==> config.mk <==
export PLATFORM = sky130hd
export DESIGN_NAME = tx_term
export DESIGN_NICKNAME = d
export VERILOG_FILES = /design/src/rtl/tx_term_pkg.sv /design/src/rtl/tx_term_crc.sv /design/src/rtl/tx_term_ser.sv /design/src/rtl/tx_term.sv
export SDC_FILE = /design/constraint.sdc
export NUM_CORES = 1
export LEC_CHECK = 0
export BUFFER_PORTS_ARGS = -buffer_cell sky130_fd_sc_hd__buf_2
export CAP_MARGIN = 10
export CORE_MARGIN = 4
export CORE_UTILIZATION = 60
export CTS_CLUSTER_DIAMETER = 60
export DETAILED_ROUTE_END_ITERATION = 10
export HOLD_SLACK_MARGIN = 0.06
export MAX_ROUTING_LAYER = met4
export PLACE_DENSITY_LB_ADDON = 0.25
export SETUP_SLACK_MARGIN = 0.02
export SYNTH_ARGS = -nofsm -noshare
export SYNTH_HDL_FRONTEND = slang
export SYNTH_HIERARCHICAL = 1
export SYNTH_SLANG_ARGS = --single-unit
==> constraint.sdc <==
create_clock -name clk -period 2.35 [get_ports clk]
set_input_delay 0.235 -clock clk [delete_from_list [all_inputs] [get_ports clk]]
set_output_delay 0.235 -clock clk [all_outputs]
set_load 0.01 [all_outputs]
==> src/rtl/tx_term_pkg.sv <==
package tx_term_pkg;
    typedef enum logic [1:0] {
        ST_IDLE = 2'd0,
        ST_DATA = 2'd1,
        ST_CRC  = 2'd2
    } state_e;

    localparam int unsigned DEF_CRC_W    = 32;
    localparam logic [31:0] DEF_CRC_POLY = 32'h04C11DB7;
endpackage

==> src/rtl/tx_term_crc.sv <==
module tx_term_crc #(
    parameter int unsigned   W    = 32,
    parameter logic [W-1:0]  POLY = 32'h04C11DB7
) (
    input  logic clk,
    input  logic rst_n,
    input  logic init_i,
    input  logic acc_i,
    input  logic bit_i,
    input  logic shift_i,
    output logic out_o
);
    logic [W-1:0] crc_d, crc_q;

    always_comb begin
        crc_d = crc_q;
        if (init_i) begin
            crc_d = '1;
        end else if (acc_i) begin
            crc_d = {crc_q[W-2:0], 1'b0} ^ ((crc_q[W-1] ^ bit_i) ? POLY : '0);
        end else if (shift_i) begin
            crc_d = {crc_q[W-2:0], 1'b1};
        end
    end

    always_ff @(posedge clk or negedge rst_n) begin
        if (!rst_n) crc_q <= '1;
        else        crc_q <= crc_d;
    end

    assign out_o = ~crc_q[W-1];
endmodule

==> src/rtl/tx_term_ser.sv <==
module tx_term_ser #(
    parameter int unsigned DW = 8,
    localparam int unsigned CW = $clog2(DW + 1)
) (
    input  logic          clk,
    input  logic          rst_n,
    input  logic          load_i,
    input  logic [DW-1:0] data_i,
    input  logic          shift_i,
    output logic          bit_o,
    output logic [CW-1:0] left_o
);
    typedef struct packed {
        logic [DW-1:0] sr;
        logic [CW-1:0] left;
    } ser_t;

    ser_t s_d, s_q;

    always_comb begin
        s_d = s_q;
        if (load_i) begin
            s_d.sr   = data_i;
            s_d.left = CW'(DW);
        end else if (shift_i && s_q.left != '0) begin
            s_d.sr   = {1'b0, s_q.sr[DW-1:1]};
            s_d.left = s_q.left - 1'b1;
        end
    end

    always_ff @(posedge clk or negedge rst_n) begin
        if (!rst_n) s_q <= '0;
        else        s_q <= s_d;
    end

    assign bit_o  = s_q.sr[0];
    assign left_o = s_q.left;
endmodule

==> src/rtl/tx_term.sv <==
module tx_term
    import tx_term_pkg::*;
#(
    parameter int unsigned       DATA_W   = 8,
    parameter int unsigned       CRC_W    = DEF_CRC_W,
    parameter logic [CRC_W-1:0]  CRC_POLY = DEF_CRC_POLY
) (
    input  logic              clk,
    input  logic              rst_n,
    input  logic              start_i,
    input  logic              last_i,
    input  logic              irq_en_i,
    input  logic              fifo_empty_i,
    input  logic [DATA_W-1:0] fifo_data_i,
    output logic              fifo_rd_o,
    output logic              ser_o,
    output logic              ser_vld_o,
    output logic              underrun_o,
    output logic              done_o,
    output logic              irq_o
);
    localparam int unsigned CNT_W = $clog2(CRC_W);
    localparam int unsigned SH_W  = $clog2(DATA_W + 1);

    typedef struct packed {
        state_e           state;
        logic             last;
        logic             underrun;
        logic             done;
        logic             irq;
        logic [CNT_W-1:0] crc_cnt;
    } regs_t;

    regs_t r_d, r_q;

    logic            sh_load, sh_shift, sh_bit;
    logic [SH_W-1:0] sh_left;
    logic            crc_init, crc_acc, crc_shift, crc_bit;
    logic            bit_avail, need_byte;

    assign bit_avail = (sh_left != '0);
    assign need_byte = (sh_left <= SH_W'(1));

    tx_term_ser #(.DW(DATA_W)) u_ser (
        .clk     (clk),
        .rst_n   (rst_n),
        .load_i  (sh_load),
        .data_i  (fifo_data_i),
        .shift_i (sh_shift),
        .bit_o   (sh_bit),
        .left_o  (sh_left)
    );

    tx_term_crc #(.W(CRC_W), .POLY(CRC_POLY)) u_crc (
        .clk     (clk),
        .rst_n   (rst_n),
        .init_i  (crc_init),
        .acc_i   (crc_acc),
        .bit_i   (sh_bit),
        .shift_i (crc_shift),
        .out_o   (crc_bit)
    );

    always_comb begin
        r_d       = r_q;
        r_d.irq   = 1'b0;
        r_d.last  = r_q.last | last_i;
        fifo_rd_o = 1'b0;
        sh_load   = 1'b0;
        sh_shift  = 1'b0;
        crc_init  = 1'b0;
        crc_acc   = 1'b0;
        crc_shift = 1'b0;
        unique case (r_q.state)
            ST_IDLE: begin
                if (start_i) begin
                    r_d.state    = ST_DATA;
                    r_d.last     = last_i;
                    r_d.underrun = 1'b0;
                    r_d.done     = 1'b0;
                    crc_init     = 1'b1;
                end
            end
            ST_DATA: begin
                sh_shift = bit_avail;
                crc_acc  = bit_avail;
                if (need_byte) begin
                    if (!fifo_empty_i) begin
                        fifo_rd_o = 1'b1;
                        sh_load   = 1'b1;
                    end else if (r_q.last) begin
                        r_d.state   = ST_CRC;
                        r_d.crc_cnt = '0;
                    end else begin
                        r_d.state    = ST_IDLE;
                        r_d.underrun = 1'b1;
                        r_d.irq      = irq_en_i;
                    end
                end
            end
            ST_CRC: begin
                crc_shift = 1'b1;
                if (r_q.crc_cnt == CNT_W'(CRC_W - 1)) begin
                    r_d.state = ST_IDLE;
                    r_d.done  = 1'b1;
                end else begin
                    r_d.crc_cnt = r_q.crc_cnt + 1'b1;
                end
            end
            default: r_d.state = ST_IDLE;
        endcase
    end

    always_ff @(posedge clk or negedge rst_n) begin
        if (!rst_n) begin
            r_q       <= '0;
            r_q.state <= ST_IDLE;
        end else begin
            r_q <= r_d;
        end
    end

    assign ser_o      = (r_q.state == ST_CRC) ? crc_bit : sh_bit;
    assign ser_vld_o  = ((r_q.state == ST_DATA) && bit_avail) || (r_q.state == ST_CRC);
    assign underrun_o = r_q.underrun;
    assign done_o     = r_q.done;
    assign irq_o      = r_q.irq;
endmodule

== After elaboration in Yosys (flattened, before gate mapping) ==
Cells that the tools add are included.
W data, S select, Z words.

* Flip-flop bits (word level): 55
* Input bits: 14
* Output and inout port bits: 6
* Logic and storage cells: 74

* $add $sub $neg: 2
* Magnitude comparators: 1
* Equality and inequality tests: 10
* Muxes and demuxes: 34
* Bitwise operators: 4
* Reductions and logical operators: 14

{| class="wikitable"
|+ Operator list
! operator !! count
|-
| $mux W32 || 3
|-
| $xor A32 B32 Y32 || 1
|-
| $mux W27 || 1
|-
| $mux W12 || 2
|-
| $mux W1 || 15
|-
| $mux W5 || 3
|-
| $ne A2 B2 Y1 const B || 7
|-
| $mux W6 || 2
|-
| $pmux W5 S2 || 1
|-
| $reduce_and A5 Y1 || 2
|-
| $mux W2 || 4
|-
| $reduce_bool A2 Y1 || 4
|-
| $pmux W2 S3 || 1
|-
| $add A5 B1 Y5 const B || 1
|-
| $eq A5 B5 Y1 const B || 1
|-
| $le A4 B1 Y1 const B || 1
|-
| $pmux W1 S2 || 2
|-
| $reduce_and A4 Y1 || 1
|-
| $reduce_bool A4 Y1 || 1
|-
| $sub A4 B1 Y4 const B || 1
|-
| $reduce_and A3 Y1 || 1
|-
| $reduce_bool A3 Y1 || 1
|-
| $eq A2 B1 Y1 const B || 1
|-
| $eq A2 B2 Y1 const B || 1
|-
| 6 further kinds || 7
|}

== Longest topological paths before layout ==
Gate-level depths: netlist of the first run.

* Depth after elaboration: 5
* Depth in mapped cells: 8
* Mapped depth without buffers: 6

== By module ==
The synthesis of the first run kept the hierarchy.

{| class="wikitable"
|+ By module, submodules not included
! module !! times used !! cells each !! area each (um^2) !! seq. area each (um^2)
|-
| tx_term_crc || 1 || 162 || 1601.5 || 840.8
|-
| tx_term_ser || 1 || 71 || 649.4 || 300.3
|-
| tx_term || 1 || 56 || 550.5 || 275.3
|}

== Least setup slack after synthesis of the first run ==
Ideal clock, no wire load.

* Path kind: register to register
* Start: register u_ser.s_q, in the netlist u_ser/left_o[3]
* End: register u_crc.crc_q[21]
* Library setup time: 0.073 ns
* Data arrival time: 1.985 ns
* Required time: 2.277 ns
* Setup slack: 0.292 ns
* Cell stages (with the launch flop): 9
* Path buffers: 4
* Clock period less this slack: 2.058 ns
* Path through: dfrtp_1 -> buf_4 -> or3_1 -> o21a_1 -> or3_1 -> clkbuf_1 -> buf_6 -> buf_6 -> a21oi_1

* Word-level cells in the longest chain between the ends: 4
* Elaborated cells on any way between the ends: 5
* Classes of those cells: 3 x mux; 2 x reduce/logical

{| class="wikitable"
|+ Ends and longest elaborated chain
! element !! RTL line !! source
|-
| start: declaration || tx_term_ser.sv:18 || <nowiki>ser_t s_d, s_q;</nowiki>
|-
| start signal: assignment || tx_term_ser.sv:32 || <nowiki>if (!rst_n) s_q <= '0;</nowiki>
|-
| start signal: assignment || tx_term_ser.sv:33 || <nowiki>else s_q <= s_d;</nowiki>
|-
| $reduce_bool A4 Y1 * || tx_term.sv:41 || <nowiki>assign bit_avail = (sh_left != '0);</nowiki>
|-
| $mux W1 * || tx_term.sv:74 || <nowiki>unique case (r_q.state)</nowiki>
|-
| via crc_acc || tx_term.sv:38 || <nowiki>logic crc_init, crc_acc, crc_shift, crc_bit;</nowiki>
|-
| $mux W32 || tx_term_crc.sv:19 || <nowiki>end else if (acc_i) begin</nowiki>
|-
| $mux W32 || tx_term_crc.sv:17 || <nowiki>if (init_i) begin</nowiki>
|-
| end signal: assignment || tx_term_crc.sv:28 || <nowiki>else crc_q <= crc_d;</nowiki>
|-
| end: declaration || tx_term_crc.sv:13 || <nowiki>logic [W-1:0] crc_d, crc_q;</nowiki>
|}

The timed path passes the listed nets; every way through them passes the cells marked *.
A chain may end at the register's enable or synchronous reset.

== Worst setup path after layout of the first run ==
* Start: register u_ser.s_q, in the netlist u_ser/left_o[1]
* End: output ser_vld_o

* Word-level cells in the longest chain between the ends: 3

{| class="wikitable"
|+ Ends and longest elaborated chain
! element !! RTL line !! source
|-
| $reduce_bool A4 Y1 || tx_term.sv:41 ||
|-
| $logic_and A1 B1 Y1 || tx_term.sv:124 || <nowiki>assign ser_vld_o = ((r_q.state == ST_DATA) && bit_avail) || (r_q.state == ST_CRC);</nowiki>
|-
| $logic_or A1 B1 Y1 || tx_term.sv:124 ||
|-
| end: declaration || tx_term.sv:17 || <nowiki>output logic ser_vld_o,</nowiki>
|}

No other way between the ends.

==> results.yml, run 1 <==
run_status:
  status: "finished clean"
worst_hold_path:
  hold-path-endpoint: "r_q[8]"
  holdCritStartpoint: "last_i"
  hold_path_class: "in -> reg"
  hold_path_depth: 2
synthesis:
  synth_fp_nets: 307
  synth_area_per_cell_um2: 9.69
  yosys_warnings: 6
  synthDistinctLibCells: 42
  postSynthCellCount: 289
  ys.flop_type: "dfstp_2"
  ys_async_sr_fraction: 1.00
  synth-edff-count: 0
  yosysSeqAreaShare: 0.506
  synth_area_mm2: 0.00280
  synth-seq-cells: 55
clock_network:
  cts.path.max_buffers: 2
  clkTransAtPathRegs_ns: 0.10
  cts-buffers-inserted: 5
  cts_tree: "yes"
  clock_latency_ns: 0.31
  cts_sinks: 55
  root_buffer: "clkbuf_8"
  htreeDepth: 2
setup_path:
  worstPathArrival_ns: 1.98
  crit_family: "simple AND/OR/NAND/NOR gates"
  critPathSlowestCell: "dfrtp_1"
  cp_max_fo: 12
  cp_slowest_stage_delay_ns: 0.43
  required_ns: 2.12
  r2r-end: "r_q[3]"
  worst-path-buf-inv: 2
  r2r_cells: 6
  cp-end-kind: "output pin"
  reg2reg_setup_slack_ns: 0.24
  worst_setup_path_start_kind: "flip-flop"
  r2r_start: "r_q[0]"
  crit_type: "reg -> out"
  crit_path_cell_trace: "or3_1 -> o21a_2 -> buf_4 -> or2_1 -> buf_2"
layout:
  mostFrequentLayoutCells: "nor2_1, dfstp_2, a21oi_1, dfrtp_1, buf_2"
  final_common_cell: "nor2_1"
  multi_input_area_mm2: 0.00122
  area_delta_synth_final_pct: 8.62
  finalNonFillerCells: 354
  nFillCells: 343
  design_area_mm2: 0.00304
  fin_nets: 319
  num_antenna_cells: 0
  regArea_mm2: 0.00142
  drive_above_1_share: 0.258
power:
  ir_drop_mv: 0.898
  power_mw: 4.61
  power.density_mw_per_mm2: 1520
  p_leak_nw: 1.27
global_routing:
  antenna_found_initial: 0
  grt_pass1_wl_mm: 9.69
  grt_pass1_vias: 2097
  grt_use_total: 0.207
  overflow: 0
  grt_max_degree: 50
sta:
  tightest_slew_ns: 0.583
  fin_crit_sh: 0.942
  final.setup.tns_ns: 0
  clock_skew_ns: 0.00798
  hold_viol_final: 0
  fin_ws_ns: 0.136
  rsz0062_at_grt: "no"
  timing.final.max_slew_violations: 0
  finalCriticalPeriod_ns: 2.21
  setup_viol: 0
  fmax_mhz: 452
  relSlewSlack: 0.611
route:
  drt_iter0_drc: 151
  first_pass_iters: 4
  finalWirelength_mm: 5.39
  routedWlPerCell_um: 15.2
  drc: 0
  antenna_left: 0
  vias: 2094
  viasPerCell: 5.92
floorplan:
  start_util: 0.630
  die_h_um: 76.3
  num_io_pins: 20
  fp.dieArea_mm2: 0.00583
  core_area_mm2: 0.00444
  rows: 24
  die_w_um: 76.3
placed_design:
  dp.cells: 345
  placed_area_mm2: 0.00290
  preCtsSetupSlack_ns: 0.241
  gp_congestion: 0.778
  portBuffers: 19
  dp_hpwl_mm: 3.56
run:
  maxCapViolations: 0
==> worst max path at each step <==
stage / startpoint / to / slack (ns) / cells past startpoint
final: u_ser/left_o[1] / ser_vld_o / 0.14 / 5
after global routing: u_ser/left_o[3] / ser_vld_o / 0.05 / 5
after floorplan: u_ser/left_o[3] / u_crc/crc_q[21] / 0.29 / 8
after detailed placement: r_q[0] / r_q[3] / 0.24 / 6
after global placement: u_ser/left_o[1] / u_crc/crc_q[2] / 0.33 / 6
after CTS: u_ser/left_o[1] / ser_vld_o / 0.1 / 5
==> worst register-to-register path: stages, from the launching register on <==
cell and delay, ns:
dfrtp_1 0.43, ha_1 0.22, and3_1 0.16, ha_1 0.21, or3b_1 0.49, or3_1 0.39, a21oi_1 0.15
==> per-layer routing <==
metal / global-route usage / wire length (µm) / vias to the layer above
met5: - / 0 / -
li1: - / - / 1047
met2: 0.327 / 2630 / 32
met1: 0.271 / 2570 / 1013
met4: 0.0598 / 27 / 0
met3: 0.0437 / 159 / 2
==> power by group <==
| group | internal [mW] | leakage (nW) | total [mW] | switching [mW] |
|---|---|---|---|---|
| logic | 0.833 | 0.575 | 2.08 | 1.24 |
| clock network | 0.383 | 0.0636 | 0.687 | 0.304 |
| registers | 1.54 | 0.631 | 1.85 | 0.307 |
| total | 2.76 | 1.27 | 4.61 | 1.85 |
==> repair_timing <==
action | 4_1_cts | 5_1_grt
setup buffers | 0 | 0
hold buffers | 1 | 0
hold endpoints to repair | 2 | 0
resized for setup | 0 | 1
endpoints found under the setup margin | 0 | 1
==> logic make-up after synthesis <==
kind of cell	Yosys count	synth area share
xor+xnor	1	0.00581
flops	55	0.506
buf+inv	34	0.0598
fa+ha+maj	4	0.0179
simple gates	108	0.191
compound gates	87	0.220
==> flip-flops by register name, indices dropped and copies added (netlist names) <==
signal	cells
done_o	1
irq_o	1
r_q	8
u_crc/crc_q	32
u_ser/bit_o	1
u_ser/left_o	4
u_ser/s_q	7
underrun_o	1
==> cells in the mapped netlist (all sizes together), types with 3 or more instances <==
| cell type | count | area, µm² |
|---|---|---|
| or2 | 3 | 18.8 |
| or3 | 4 | 25.0 |
| clkbuf | 11 | 41.3 |
| dfrtp | 23 | 576 |
| inv | 10 | 37.5 |
| a311oi | 14 | 160 |
| nor2 | 51 | 191 |
| o32ai | 13 | 114 |
| dfstp | 32 | 841 |
| nand2 | 10 | 37.5 |
| buf | 13 | 88.8 |
| ha | 4 | 50.1 |
| nor3 | 5 | 25.0 |
| a21oi | 29 | 145 |
| nor2b | 7 | 43.8 |
| o21ai | 14 | 70.1 |
| a31oi | 7 | 43.8 |
| nand2b | 13 | 81.3 |
==> final cells by class <==
type,instances,area share
clock inverter,1,0.00987
timing repair buffer,29,0.0567
sequential,55,0.465
tap,52,0.0214
inverter,10,0.0123
clock buffer,7,0.0321
multi-input combinational,200,0.402
==> through the flow <==
step | utilization | hold WS (ns)
finish | 0.685 | 0.106
global route | 0.685 | 0.113
CTS | 0.684 | 0.101
detailed placement | 0.653 | 0.200
global placement | 0.653 | 0.201
floorplan | - | -0.0606
(Power assumes the default switching activity.)
==> run 2, diff against run 1 <==
CTS_CLUSTER_DIAMETER = 200   (was 60)
SLEW_MARGIN = 20   (was unset)
clock period = 2.3 ns   (was 2.35 ns; I/O delays follow)
==> run 2 against run 1 <==
Total power down 1.4%. Final cell count stayed put. Worst setup slack better by 0.068 ns. Utilization is 0.65 points lower. Non-clock buffer count unchanged. Die area did not move. Critical path type is now reg -> reg. Largest cell class unchanged. Largest power group unchanged. Highest routed layer unchanged.
==> results.yml, run 2 (synthesis gave the netlist of run 1 again) <==
sta:
  finalCriticalPeriod_ns: 2.10
  clock_skew_ns: 0.00909
  final.setup.tns_ns: 0
  hold_viol_final: 0
  fmax_mhz: 477
  relSlewSlack: 0.608
  timing.final.max_slew_violations: 0
  fin_crit_sh: 0.911
  rsz0062_at_grt: "no"
  tightest_slew_ns: 0.588
  setup_viol: 0
  fin_ws_ns: 0.204
power:
  power.switching_mw: 1.90
  p_leak_nw: 1.26
  pwr-share-comb: 0.471
  ir_drop_mv: 1.14
  seq_power_share: 0.413
  p_int_mw: 2.65
  power.density_mw_per_mm2: 1510
  clkPwrFrac: 0.116
  swShare: 0.418
  power_mw: 4.55
setup_path:
  r2r_start: "r_q[0]"
  critPathSlowestCell: "or3b_1"
  cp-end-kind: "flip-flop"
  crit_type: "reg -> reg"
  worst_setup_path_start_kind: "flip-flop"
  cp_slowest_stage_delay_ns: 0.47
  cp_max_fo: 8
  critPathLaunch: "r_q[0]"
  required_ns: 2.53
  worstPathArrival_ns: 2.33
  cpMostUsedCell: "ha_1"
  crit_path_cell_trace: "ha_1 -> and3_1 -> ha_1 -> or3b_1 -> or3_1 -> a21oi_1"
layout:
  area_delta_synth_final_pct: 7.59
  largest-register: "u_crc/crc_q"
  mostFrequentLayoutCells: "nor2_1, dfstp_2, a21oi_1, dfrtp_1, buf_2"
  fin_nets: 319
  top_regs: "u_crc/crc_q x32, r_q x8, u_ser/s_q x7"
  largest_reg_flops: 32
  final_common_cell: "nor2_1"
  num_antenna_cells: 0
  drive_above_1_share: 0.258
global_routing:
  grt_max_degree: 50
  grt_pass1_vias: 2012
  overflow: 0
  grt_pass1_wl_mm: 9.49
  grt_use_total: 0.204
  antenna_found_initial: 0
floorplan:
  fp.dieArea_mm2: 0.00583
  rows: 24
  start_util: 0.630
  die_h_um: 76.3
  core_area_mm2: 0.00444
  num_io_pins: 20
  die_w_um: 76.3
clock_network:
  cts_sinks: 55
  cts.path.max_buffers: 2
  cts_tree: "yes"
  htreeDepth: 2
  clock_latency_ns: 0.31
  hold_buffers: 1
  clkTransAtPathRegs_ns: 0.09
  root_buffer: "clkbuf_8"
  cts_resized: 0
  cts_setup_buffers: 0
  cts-buffers-inserted: 5
route:
  drc: 0
  drt_iter0_drc: 159
  routedWlPerCell_um: 15.3
  vias: 2095
  viasPerCell: 5.92
  antenna_left: 0
  first_pass_iters: 4
  finalWirelength_mm: 5.41
placed_design:
  portBuffers: 19
  gp_congestion: 0.785
  dp_hpwl_mm: 3.53
  preCtsSetupSlack_ns: 0.223
run_status:
  status: "finished clean"
run:
  maxCapViolations: 0
worst_hold_path:
  hold_path_class: "in -> reg"
  holdCritStartpoint: "last_i"
run 2: cell types whose count changed in the layout (fill, tap and decap cells not counted), sizes merged:
cell	previous run	this run
clkbuf	7	5
clkinv	0	2
bufinv	1	0
inv	10	11
run 2: path summary, 6_finish.rpt:
kind / end / slack, ns / cells after the start
max: r_q[2] / 0.20 / 6
min: r_q[8] / 0.09 / 2
max reg2reg: r_q[2] / 0.20 / 6
min reg2reg: r_q[9] / 0.49 / 1
max in group asynchronous: u_crc/crc_q[28] / 1.22 / 3
min in group asynchronous: u_ser/s_q[8] / 0.44 / 2
run 2: power groups by stage:
stage	registers (mW)	logic [mW]	clock network (mW)
2_1_floorplan	1.80	1.83	0
3_3_place_gp	1.87	2.06	0
3_5_place_dp	1.89	2.14	0
4_1_cts	1.87	2.15	0.552
5_1_grt	1.94	2.39	0.598
6_report	1.88	2.14	0.530
run 2: cell type report:
type                            count  area [µm²]
Fill cell                         354        1430
Sequential cell                    55        1420
Multi-Input combinational cell    200        1220
Timing Repair Buffer               29         185
Clock buffer                        5        68.8
Tap cell                           52        65.1
Inverter                           10        37.5
Clock inverter                      3        18.8
run 2: per-stage QoR:
| stage | area (µm²) | hold slack, ns | utilization | std cells |
|---|---|---|---|---|
| 2_1_floorplan | 2800 | -0.0656 | - | 289 |
| 3_3_place_gp | 2920 | 0.259 | 0.656 | 345 |
| 3_5_place_dp | 2920 | 0.266 | 0.656 | 345 |
| 4_1_cts | 3010 | 0.0801 | 0.678 | 354 |
| 5_1_grt | 3010 | 0.0823 | 0.678 | 354 |
| 6_report | 3010 | 0.0939 | 0.678 | 354 |
run 2: worst max-delay path: cells and delay by family (launching register included):
family / cells / cell delay, ns
flip-flops: 1 / 0.43
AND/OR/NAND/NOR: 3 / 0.99
adder cells (fa/ha/maj): 2 / 0.44
AO/OA/AOI/OAI: 1 / 0.16
run 2: per-layer routing:
layer | vias to the layer above | routed length [µm] | part of all wire | track usage
met5 | - | 0 | 0 | -
met4 | 0 | 77 | 0.014 | 0.0670
met3 | 8 | 211 | 0.039 | 0.0366
met2 | 33 | 2620 | 0.48 | 0.309
met1 | 1015 | 2500 | 0.46 | 0.278
li1 | 1039 | - | - | -
==> run 3, diff against run 2 <==
PLACE_DENSITY = 0.77   (was unset)
PLACE_DENSITY_LB_ADDON = unset   (was 0.25)
==> run 3 against run 2 <==
Combinational power about the same. Die area stayed put. Maximum frequency down 2.6%. Global-route usage rose by 0.32 points. Flip-flop and latch count is the same. Total power fell by 0.12%. Count of clock-buffer cells in the layout is the same. Critical path depth down 1. Sequential share of layout area is the same. First-iteration DRC count decreased by 1.3%. Non-clock buffer count shrank 1. Sequential power about the same.
==> results.yml, run 3 (synthesis gave the netlist of run 1 again) <==
layout:
  largest_reg_flops: 32
  fin_util: 0.678
  num_antenna_cells: 0
  regArea_mm2: 0.00142
  final_common_cell: "nor2_1"
  drive_above_1_share: 0.256
  area_delta_synth_final_pct: 7.59
  multi_input_area_mm2: 0.00122
  top_regs: "u_crc/crc_q x32, r_q x8, u_ser/s_q x7"
  nFillCells: 351
  largest-register: "u_crc/crc_q"
  finalNonFillerCells: 353
  mostFrequentLayoutCells: "nor2_1, dfstp_2, a21oi_1, dfrtp_1, buf_2"
  fin_nets: 318
route:
  finalWirelength_mm: 5.24
  first_pass_iters: 4
  antenna_left: 0
  drc: 0
  vias: 2108
  drt_iter0_drc: 157
  routedWlPerCell_um: 14.9
  viasPerCell: 5.97
clock_network:
  clkTransAtPathRegs_ns: 0.09
  hold_buffers: 1
  clock_latency_ns: 0.31
  cts_tree: "yes"
  root_buffer: "clkbuf_8"
  cts-buffers-inserted: 5
  cts_resized: 0
  cts_setup_buffers: 0
  cts_sinks: 55
  htreeDepth: 2
  cts.path.max_buffers: 2
placed_design:
  dp_hpwl_mm: 3.45
  gp_congestion: 0.749
  portBuffers: 19
  dp.cells: 344
sta:
  final.setup.tns_ns: 0
  rsz0062_at_grt: "no"
  finalCriticalPeriod_ns: 2.15
  fmax_mhz: 465
  setup_viol: 0
  clock_skew_ns: 0.0170
  relSlewSlack: 0.582
  fin_crit_sh: 0.935
  timing.final.max_slew_violations: 0
  hold_viol_final: 0
  tightest_slew_ns: 0.627
setup_path:
  reg2reg_setup_slack_ns: 0.26
  r2r-end: "r_q[3]"
  cp-end-kind: "output pin"
  critPathLaunch: "u_ser/left_o[3]"
  r2r_cells: 6
  crit_type: "reg -> out"
  worstPathArrival_ns: 1.92
  worst_setup_path_start_kind: "flip-flop"
  cp-endpoint: "ser_vld_o"
  r2r_start: "r_q[0]"
  cp_max_fo: 16
  required_ns: 2.07
floorplan:
  fp.dieArea_mm2: 0.00583
  die_h_um: 76.3
  core_area_mm2: 0.00444
  die_w_um: 76.3
  rows: 24
  num_io_pins: 20
  start_util: 0.630
global_routing:
  grt_pass1_wl_mm: 9.78
  grt_use_total: 0.207
  antenna_found_initial: 0
  grt_max_degree: 50
  overflow: 0
  grt_pass1_vias: 2104
run_status:
  status: "finished clean"
power:
  pwr-share-comb: 0.464
  p_int_mw: 2.64
  power.switching_mw: 1.90
  swShare: 0.418
  seq_power_share: 0.414
  power.density_mw_per_mm2: 1510
  ir_drop_mv: 1.16
  clkPwrFrac: 0.122
  p_leak_nw: 1.25
run:
  maxCapViolations: 0
worst_hold_path:
  hold_path_class: "in -> reg"
run 3: how the worst min path moves through the flow:
stage,start,to,slack [ns],cells after the start
after floorplan,rst_n,done_o,-0.07,0
after global placement,rst_n,r_q[2],0.28,1
after detailed placement,rst_n,r_q[2],0.28,1
after CTS,last_i,r_q[8],0.1,2
after global routing,last_i,r_q[8],0.10,2
final,last_i,r_q[8],0.10,2
run 3: through the flow:
step / cell area, µm² / setup slack (ns) / power, mW / hold WS (ns)
floorplan: 2800 / 0.242 / 3.63 / -0.0656
global placement: 2910 / 0.300 / 3.93 / 0.282
detailed placement: 2910 / 0.242 / 4.01 / 0.284
CTS: 3010 / 0.140 / 4.57 / 0.0957
global route: 3010 / 0.0477 / 4.95 / 0.101
finish: 3010 / 0.149 / 4.54 / 0.104
run 3: routing by layer:
layer  GRT usage  up-vias  wire [µm]
met5           -        -          0
met4      0.0489        0         54
met3      0.0402        6        218
met2       0.331       39       2510
met1       0.274     1019       2460
li1            -     1044          -
run 3: area by class of cell:
cell class,instances,share of cell area
sequential,55,0.470
multi-input combinational,200,0.406
timing repair buffer,28,0.0589
clock buffer,5,0.0228
tap,52,0.0216
inverter,10,0.0125
clock inverter,3,0.00872
run 3: critical path: stages (launching register included):
cell and delay, ns:
dfrtp_1 0.45, or3_1 0.40, o21a_1 0.23, buf_4 0.20
or2_1 0.21, buf_2 0.14
run 3: power groups by stage:
stage / Sequential [mW] / Combinational [mW] / Clock (mW)
CTS: 1.88 / 2.12 / 0.576
floorplan: 1.80 / 1.83 / 0
finish: 1.88 / 2.11 / 0.552
global placement: 1.88 / 2.05 / 0
detailed placement: 1.89 / 2.12 / 0
global route: 1.95 / 2.38 / 0.623
